<file path="config.mk">
export PLATFORM = sky130hd
export DESIGN_NAME = pwmGen
export DESIGN_NICKNAME = d
export VERILOG_FILES = /design/src/rtl/pwmPkg.sv /design/src/rtl/pwmDatapath.sv /design/src/rtl/pwmControl.sv /design/src/rtl/pwmGen.sv
export SDC_FILE = /design/constraint.sdc
export NUM_CORES = 1
export LEC_CHECK = 0
export BUFFER_PORTS_ARGS = -buffer_cell sky130_fd_sc_hd__buf_2
export CORE_MARGIN = 1.5
export CORE_UTILIZATION = 50
export DETAILED_ROUTE_END_ITERATION = 8
export GPL_TIMING_DRIVEN = 0
export PLACE_DENSITY = 0.67
export SYNTH_ARGS = -nofsm -noshare
export SYNTH_HDL_FRONTEND = slang
export SYNTH_HIERARCHICAL = 1
export SYNTH_SLANG_ARGS = --single-unit
</file>
<file path="constraint.sdc">
create_clock -name clk -period 4.7 [get_ports clk]
set_clock_uncertainty 0.2 [all_clocks]
set_input_delay 0.235 -clock clk [delete_from_list [all_inputs] [get_ports clk]]
set_output_delay 0.235 -clock clk [all_outputs]
set_load 0.005 [all_outputs]
</file>
<file path="src/rtl/pwmPkg.sv">
package pwmPkg;
  localparam int PRE_SH_W = 3;

  typedef struct packed {
    logic clr;
    logic restart;
    logic loadSlave;
  } pwmStrobe_t;

  function automatic logic [PRE_SH_W-1:0] preShiftOf(input logic [1:0] sel);
    case (sel)
      2'b00:   preShiftOf = 3'd0;
      2'b01:   preShiftOf = 3'd2;
      default: preShiftOf = 3'd4;
    endcase
  endfunction
endpackage

</file>
<file path="src/rtl/pwmDatapath.sv">
module pwmDatapath
  import pwmPkg::*;
#(
  parameter int TMR_W  = 8,
  parameter int FINE_W = 2
) (
  input  logic                     clk,
  input  logic                     rstN,
  input  pwmStrobe_t               strobe,
  input  logic [TMR_W-1:0]         periodReg,
  input  logic [TMR_W+FINE_W-1:0]  masterDuty,
  input  logic [PRE_SH_W-1:0]      preShift,
  output logic                     boundaryHit,
  output logic                     resetHit
);
  localparam int DUTY_W = TMR_W + FINE_W;
  localparam int DIV_W  = FINE_W + 4;
  localparam logic [DIV_W:0] ONE_W = (DIV_W+1)'(1);

  logic [DIV_W-1:0]  divCnt;
  logic [TMR_W-1:0]  tmr;
  logic [DUTY_W-1:0] slaveDuty;
  logic [DIV_W:0]    stepSpan, fineSpan;
  logic [DIV_W-1:0]  divMax, fineMask;
  logic [FINE_W-1:0] fine;
  logic [DUTY_W-1:0] timeBase;
  logic              divLast, fineTick;

  always_comb begin
    stepSpan = ONE_W << (FINE_W + int'(preShift));
    fineSpan = ONE_W << preShift;
    divMax   = DIV_W'(stepSpan - ONE_W);
    fineMask = DIV_W'(fineSpan - ONE_W);
    divLast  = (divCnt >= divMax);
    fineTick = ((divCnt & fineMask) == fineMask);
    fine     = FINE_W'(divCnt >> preShift);
    timeBase = {tmr, fine};
    boundaryHit = divLast && (tmr >= periodReg);
    resetHit    = fineTick && ((timeBase + DUTY_W'(1)) == slaveDuty);
  end

  always_ff @(posedge clk or negedge rstN) begin
    if (!rstN) begin
      divCnt    <= '0;
      tmr       <= '0;
      slaveDuty <= '0;
    end else if (strobe.clr) begin
      divCnt    <= '0;
      tmr       <= '0;
      slaveDuty <= '0;
    end else begin
      if (strobe.restart) begin
        divCnt <= '0;
        tmr    <= '0;
      end else if (divLast) begin
        divCnt <= '0;
        tmr    <= tmr + TMR_W'(1);
      end else begin
        divCnt <= divCnt + DIV_W'(1);
      end
      if (strobe.loadSlave) slaveDuty <= masterDuty;
    end
  end

  AST_TMR_CLEAR: assert property (@(posedge clk) disable iff (!rstN)
    strobe.restart |=> (tmr == '0 && divCnt == '0));
  AST_SLAVE_HOLD: assert property (@(posedge clk) disable iff (!rstN)
    (!strobe.clr && !strobe.loadSlave) |=> $stable(slaveDuty));
  AST_CLR_ZERO: assert property (@(posedge clk) disable iff (!rstN)
    strobe.clr |=> (slaveDuty == '0 && tmr == '0));
endmodule

</file>
<file path="src/rtl/pwmControl.sv">
module pwmControl
  import pwmPkg::*;
#(
  parameter int TMR_W  = 8,
  parameter int FINE_W = 2,
  parameter int POST_W = 4
) (
  input  logic                     clk,
  input  logic                     rstN,
  input  logic                     wrEn,
  input  logic [1:0]               wrAddr,
  input  logic [TMR_W-1:0]         wrData,
  input  logic                     boundaryHit,
  input  logic                     resetHit,
  output pwmStrobe_t               strobe,
  output logic [TMR_W-1:0]         periodReg,
  output logic [TMR_W+FINE_W-1:0]  masterDuty,
  output logic [PRE_SH_W-1:0]      preShift,
  output logic                     pwmOut,
  output logic                     intFlag
);
  localparam int CTRL_W = FINE_W + 3;
  localparam int EN_BIT = FINE_W + 2;

  logic [TMR_W-1:0]  dutyHi;
  logic [CTRL_W-1:0] ctrlReg;
  logic [POST_W-1:0] postSel, postCnt;
  logic              runEn;

  always_ff @(posedge clk or negedge rstN) begin
    if (!rstN) begin
      periodReg <= '1;
      dutyHi    <= '0;
      ctrlReg   <= '0;
      postSel   <= '0;
    end else if (wrEn) begin
      case (wrAddr)
        2'd0: periodReg <= wrData;
        2'd1: dutyHi    <= wrData;
        2'd2: ctrlReg   <= wrData[CTRL_W-1:0];
        default: postSel <= wrData[POST_W-1:0];
      endcase
    end
  end

  always_comb begin
    runEn            = ctrlReg[EN_BIT];
    masterDuty       = {dutyHi, ctrlReg[FINE_W-1:0]};
    preShift         = preShiftOf(ctrlReg[FINE_W+1:FINE_W]);
    strobe.clr       = !runEn;
    strobe.restart   = runEn && boundaryHit;
    strobe.loadSlave = runEn && boundaryHit;
  end

  always_ff @(posedge clk or negedge rstN) begin
    if (!rstN) begin
      pwmOut <= 1'b0;
    end else if (!runEn) begin
      pwmOut <= 1'b0;
    end else if (boundaryHit) begin
      pwmOut <= (masterDuty != '0);
    end else if (resetHit) begin
      pwmOut <= 1'b0;
    end
  end

  always_ff @(posedge clk or negedge rstN) begin
    if (!rstN) begin
      postCnt <= '0;
      intFlag <= 1'b0;
    end else if (!runEn) begin
      postCnt <= '0;
      intFlag <= 1'b0;
    end else begin
      intFlag <= 1'b0;
      if (boundaryHit) begin
        if (postCnt >= postSel) begin
          postCnt <= '0;
          intFlag <= 1'b1;
        end else begin
          postCnt <= postCnt + POST_W'(1);
        end
      end
    end
  end

  AST_SET_AT_BOUNDARY: assert property (@(posedge clk) disable iff (!rstN)
    (runEn && boundaryHit && masterDuty != '0) |=> pwmOut);
  AST_ZERO_DUTY_LOW: assert property (@(posedge clk) disable iff (!rstN)
    (runEn && boundaryHit && masterDuty == '0) |=> !pwmOut);
  AST_CLEAR_LOW: assert property (@(posedge clk) disable iff (!rstN)
    !runEn |=> (!pwmOut && !intFlag));
  AST_INT_PULSE: assert property (@(posedge clk) disable iff (!rstN)
    intFlag |=> !intFlag);
endmodule

</file>
<file path="src/rtl/pwmGen.sv">
module pwmGen
  import pwmPkg::*;
#(
  parameter int TMR_W  = 8,
  parameter int FINE_W = 2,
  parameter int POST_W = 4
) (
  input  logic             clk,
  input  logic             rstN,
  input  logic             wrEn,
  input  logic [1:0]       wrAddr,
  input  logic [TMR_W-1:0] wrData,
  output logic             pwmOut,
  output logic             intFlag
);
  localparam int DUTY_W = TMR_W + FINE_W;

  pwmStrobe_t          strobe;
  logic [TMR_W-1:0]    periodReg;
  logic [DUTY_W-1:0]   masterDuty;
  logic [PRE_SH_W-1:0] preShift;
  logic                boundaryHit, resetHit;

  pwmControl #(.TMR_W(TMR_W), .FINE_W(FINE_W), .POST_W(POST_W)) ctrl_i (
    .clk(clk), .rstN(rstN), .wrEn(wrEn), .wrAddr(wrAddr), .wrData(wrData),
    .boundaryHit(boundaryHit), .resetHit(resetHit), .strobe(strobe),
    .periodReg(periodReg), .masterDuty(masterDuty), .preShift(preShift),
    .pwmOut(pwmOut), .intFlag(intFlag)
  );

  pwmDatapath #(.TMR_W(TMR_W), .FINE_W(FINE_W)) dp_i (
    .clk(clk), .rstN(rstN), .strobe(strobe), .periodReg(periodReg),
    .masterDuty(masterDuty), .preShift(preShift),
    .boundaryHit(boundaryHit), .resetHit(resetHit)
  );
endmodule

</file>
==> impl_results.md <==
- Initial Util: 0.516
- Core ar.: 0.00635 sq mm
- Req. time, crit path: 4690 ps
- CP endpoint kind: register
- Vias in the first global route: 2218
- Worst ir drop on vdd: 0.210 mV
- Area growth, synth to finish: 10.1%
- Main synth FF type: dfrtp_1
- Commonest cells in the netlist: dfrtp_1, nor2_1, ha_1, mux2_2, inv_1
- Met1 GRT Util: 0.278
- Share of the synthesized area in the top cell type: 0.359
- Initial antenna violation count: 0
- Hold crit path type: primary input to register
- PD cells: 301 mW/mm^2
- Fmax achieved: 237 MHz
- Clock Pin Slew Worst Setup and Hold Paths: 110 ps
- Gate Count Post-Synth: 307
- Routed WL per cell: 15.4 microns
- I/O Pins: 15
- Total Routing Usage GR: 0.197
- Async S/R FF share, synth: 1.00
- Inserted Clock Buffers: 5
- Root Buffer: clkbuf_8
- DR iter-0 viols: 84
- Grt met2 use: 0.315
- Cell Count, Final, Fillers Out: 412
- Antenna viol nets, final: 0
- Setup violators final: 0
- Tmin final: 4220 ps
- Drt via density: 5.50
- PnR worst setup slack: 483 ps
- Final TNS setup: 0 ps
- Synth top area cells: dfrtp_1, ha_1, mux2_2
- Outcome: completed
- Most common cell in the netlist: dfrtp_1
- RSZ-0062 raised after global routing: false
- Worst slew margin: 0.498
- DR DRC count: 0
- Syn Std Cell Area: 0.00328 sq mm
- Worst-skew pair later-pin latency: 310 ps
- Max cap viols: 0
- WS Path Type: register to register
- Worst Tran Pin Value: 749 ps
- Post-layout nets: 373
- Cell accounting for the most synthesized area: dfrtp_1
- Final Wtd Congestion: 0.793
- Row count: 29
- Max Transition Viols Final: 0
- Pre-CTS WS: 36.7 ps
- Vias: 2267
- IO Port Bufs: 14
- GR Layer Usage met3: 0.0297
- CP max FO: 10
- Largest net degree at the start of global routing: 56
- Crit path DAT: 4210 ps
- Diodes inserted: 0
- Initial DRT Pass Iterations: 4
- First-pass GRT wire length: 11000 microns
- Yosys cell types: 47
- Vert. Die Dim: 84.0 microns
- Syn. warnings: 6
- Mean area per synthesized cell: 10.7 sq um
- Syn Nets: 346
- Overall Power: 1.09 mW
- EDFF count, synth: 0
- Routed WL: 6370 microns
- Die ar.: 0.00705 sq mm
- Seq cells post-synth: 55
- P_leak: 1.63 nW
- Die X: 84.0 microns
- Register area share after synthesis: 0.423
- Detailed Place HPWL: 4800 microns
- Max Root-Sink Buffers: 2
- Grt total ovfl: 0
- Ratio of cells with drive above 1 in the final layout: 0.221
- Final period util: 0.897
- CTS tree: yes
- Layer carrying the most global-route usage: met2
- H-tree levels: 2
- Placed Instances: 398
- CP Launch Type: register
- Sinks on Clock Net: 55
- Final Hold Vio Count: 0
==> worst paths after layout <==
kind	start	to	slack, ps	cells past startpoint
worst max-delay path	ctrl_i/ctrlReg[3]$_DFFE_PN0P_	dp_i/slaveDuty[5]$_DFFE_PN0P_	480	13
worst min-delay path	wrData[0]	ctrl_i/dutyHi[0]$_DFFE_PN0P_	10	2
worst max register to register	ctrl_i/ctrlReg[3]$_DFFE_PN0P_	dp_i/slaveDuty[5]$_DFFE_PN0P_	480	13
worst min register to register	ctrl_i/postSel[3]$_DFFE_PN0P_	ctrl_i/postSel[3]$_DFFE_PN0P_	320	1
max in group asynchronous	rstN	dp_i/tmr[0]$_DFFE_PN0P_	3550	2
min in group asynchronous	rstN	ctrl_i/postCnt[1]$_DFFE_PN0P_	300	2
==> metrics by stage <==
step                area [sq um]  hold WS (ps)   util
detailed placement          3440           288  0.542
global placement            3440           283  0.542
floorplan                   3280          -261      -
CTS                         3590          1.91  0.565
global route                3610          9.36  0.568
finish                      3610          12.6  0.568
==> worst max-delay path, cell delays in order (launching register included) <==
cell      delay [ps]
dfrtp_1          420
nor2b_2          420
inv_1            180
ha_1             350
nor4b_1          330
xor2_1           130
ha_1             310
a21o_1           120
a21oi_2          110
a211oi_1         370
and2_1           250
clkbuf_1         550
mux2i_1          280
nor2_1            50
==> flip-flops by register name (all words and copies together), names as in the netlist <==
signal,count
ctrl_i/pwmOut,1
ctrl_i/ctrlReg,5
dp_i/tmr,8
ctrl_i/intFlag,1
ctrl_i/postCnt,4
dp_i/divCnt,6
ctrl_i/postSel,4
ctrl_i/dutyHi,8
ctrl_i/periodReg,8
dp_i/slaveDuty,10
==> cell families (layout without fill, tap and decap cells) <==
logic type / after synthesis / after routing / synth area share
simple gates: 88 / 88 / 0.141
flops: 55 / 55 / 0.423
compound gates: 45 / 45 / 0.0974
mux: 39 / 39 / 0.137
buf+inv: 30 / 58 / 0.0397
fa+ha+maj: 26 / 26 / 0.0993
xor+xnor: 23 / 23 / 0.0615
other cells: 1 / 1 / 0.00114
==> per-layer routing <==
layer | part of all wire | wire [microns] | vias to the layer above
met5 | 0 | 0 | -
met4 | 0.015 | 98 | 0
met3 | 0.015 | 94 | 9
met2 | 0.47 | 2980 | 20
met1 | 0.50 | 3190 | 1100
li1 | - | - | 1138
==> cell usage in the layout, fill, tap and decap left out, types with 4 or more instances in the layout <==
cell,count
mux2i_1,11
o21ai_0,8
mux2_2,26
ha_1,26
buf_4,5
nand2_1,12
xor2_1,7
clkbuf_1,6
dlygate4sd3_1,6
clkbuf_8,5
a21oi_1,11
o2111ai_1,5
inv_1,18
nor3_1,9
a21o_1,5
nor2_1,31
nand2b_1,4
nand3_1,5
buf_2,15
xnor2_1,16
nor3b_1,4
dfrtp_1,47
a211oi_1,4
dfstp_2,8
==> power breakdown <==
group	switching, mW	internal (mW)
Combinational	0.124	0.116
Clock	0.162	0.110
Sequential	0.0429	0.530
==> layout make-up <==
| cell class | instances | area [sq um] |
|---|---|---|
| Fill cell | 562 | 2740 |
| Multi-Input combinational cell | 222 | 1770 |
| Sequential cell | 55 | 1390 |
| Timing Repair Buffer | 20 | 133 |
| Tap cell | 77 | 96.3 |
| Clock buffer | 5 | 68.8 |
| Inverter | 18 | 67.6 |
| Buffer | 12 | 62.6 |
| Clock inverter | 3 | 26.3 |
==> timing repair <==
item	CTS	global route
hold buffers	5	1
hold endpoints to repair	13	3
setup endpoints to repair	0	24
setup buffers	0	0
gates resized for setup	0	2
No activity file was read; power rests on OpenSTA's default activity.
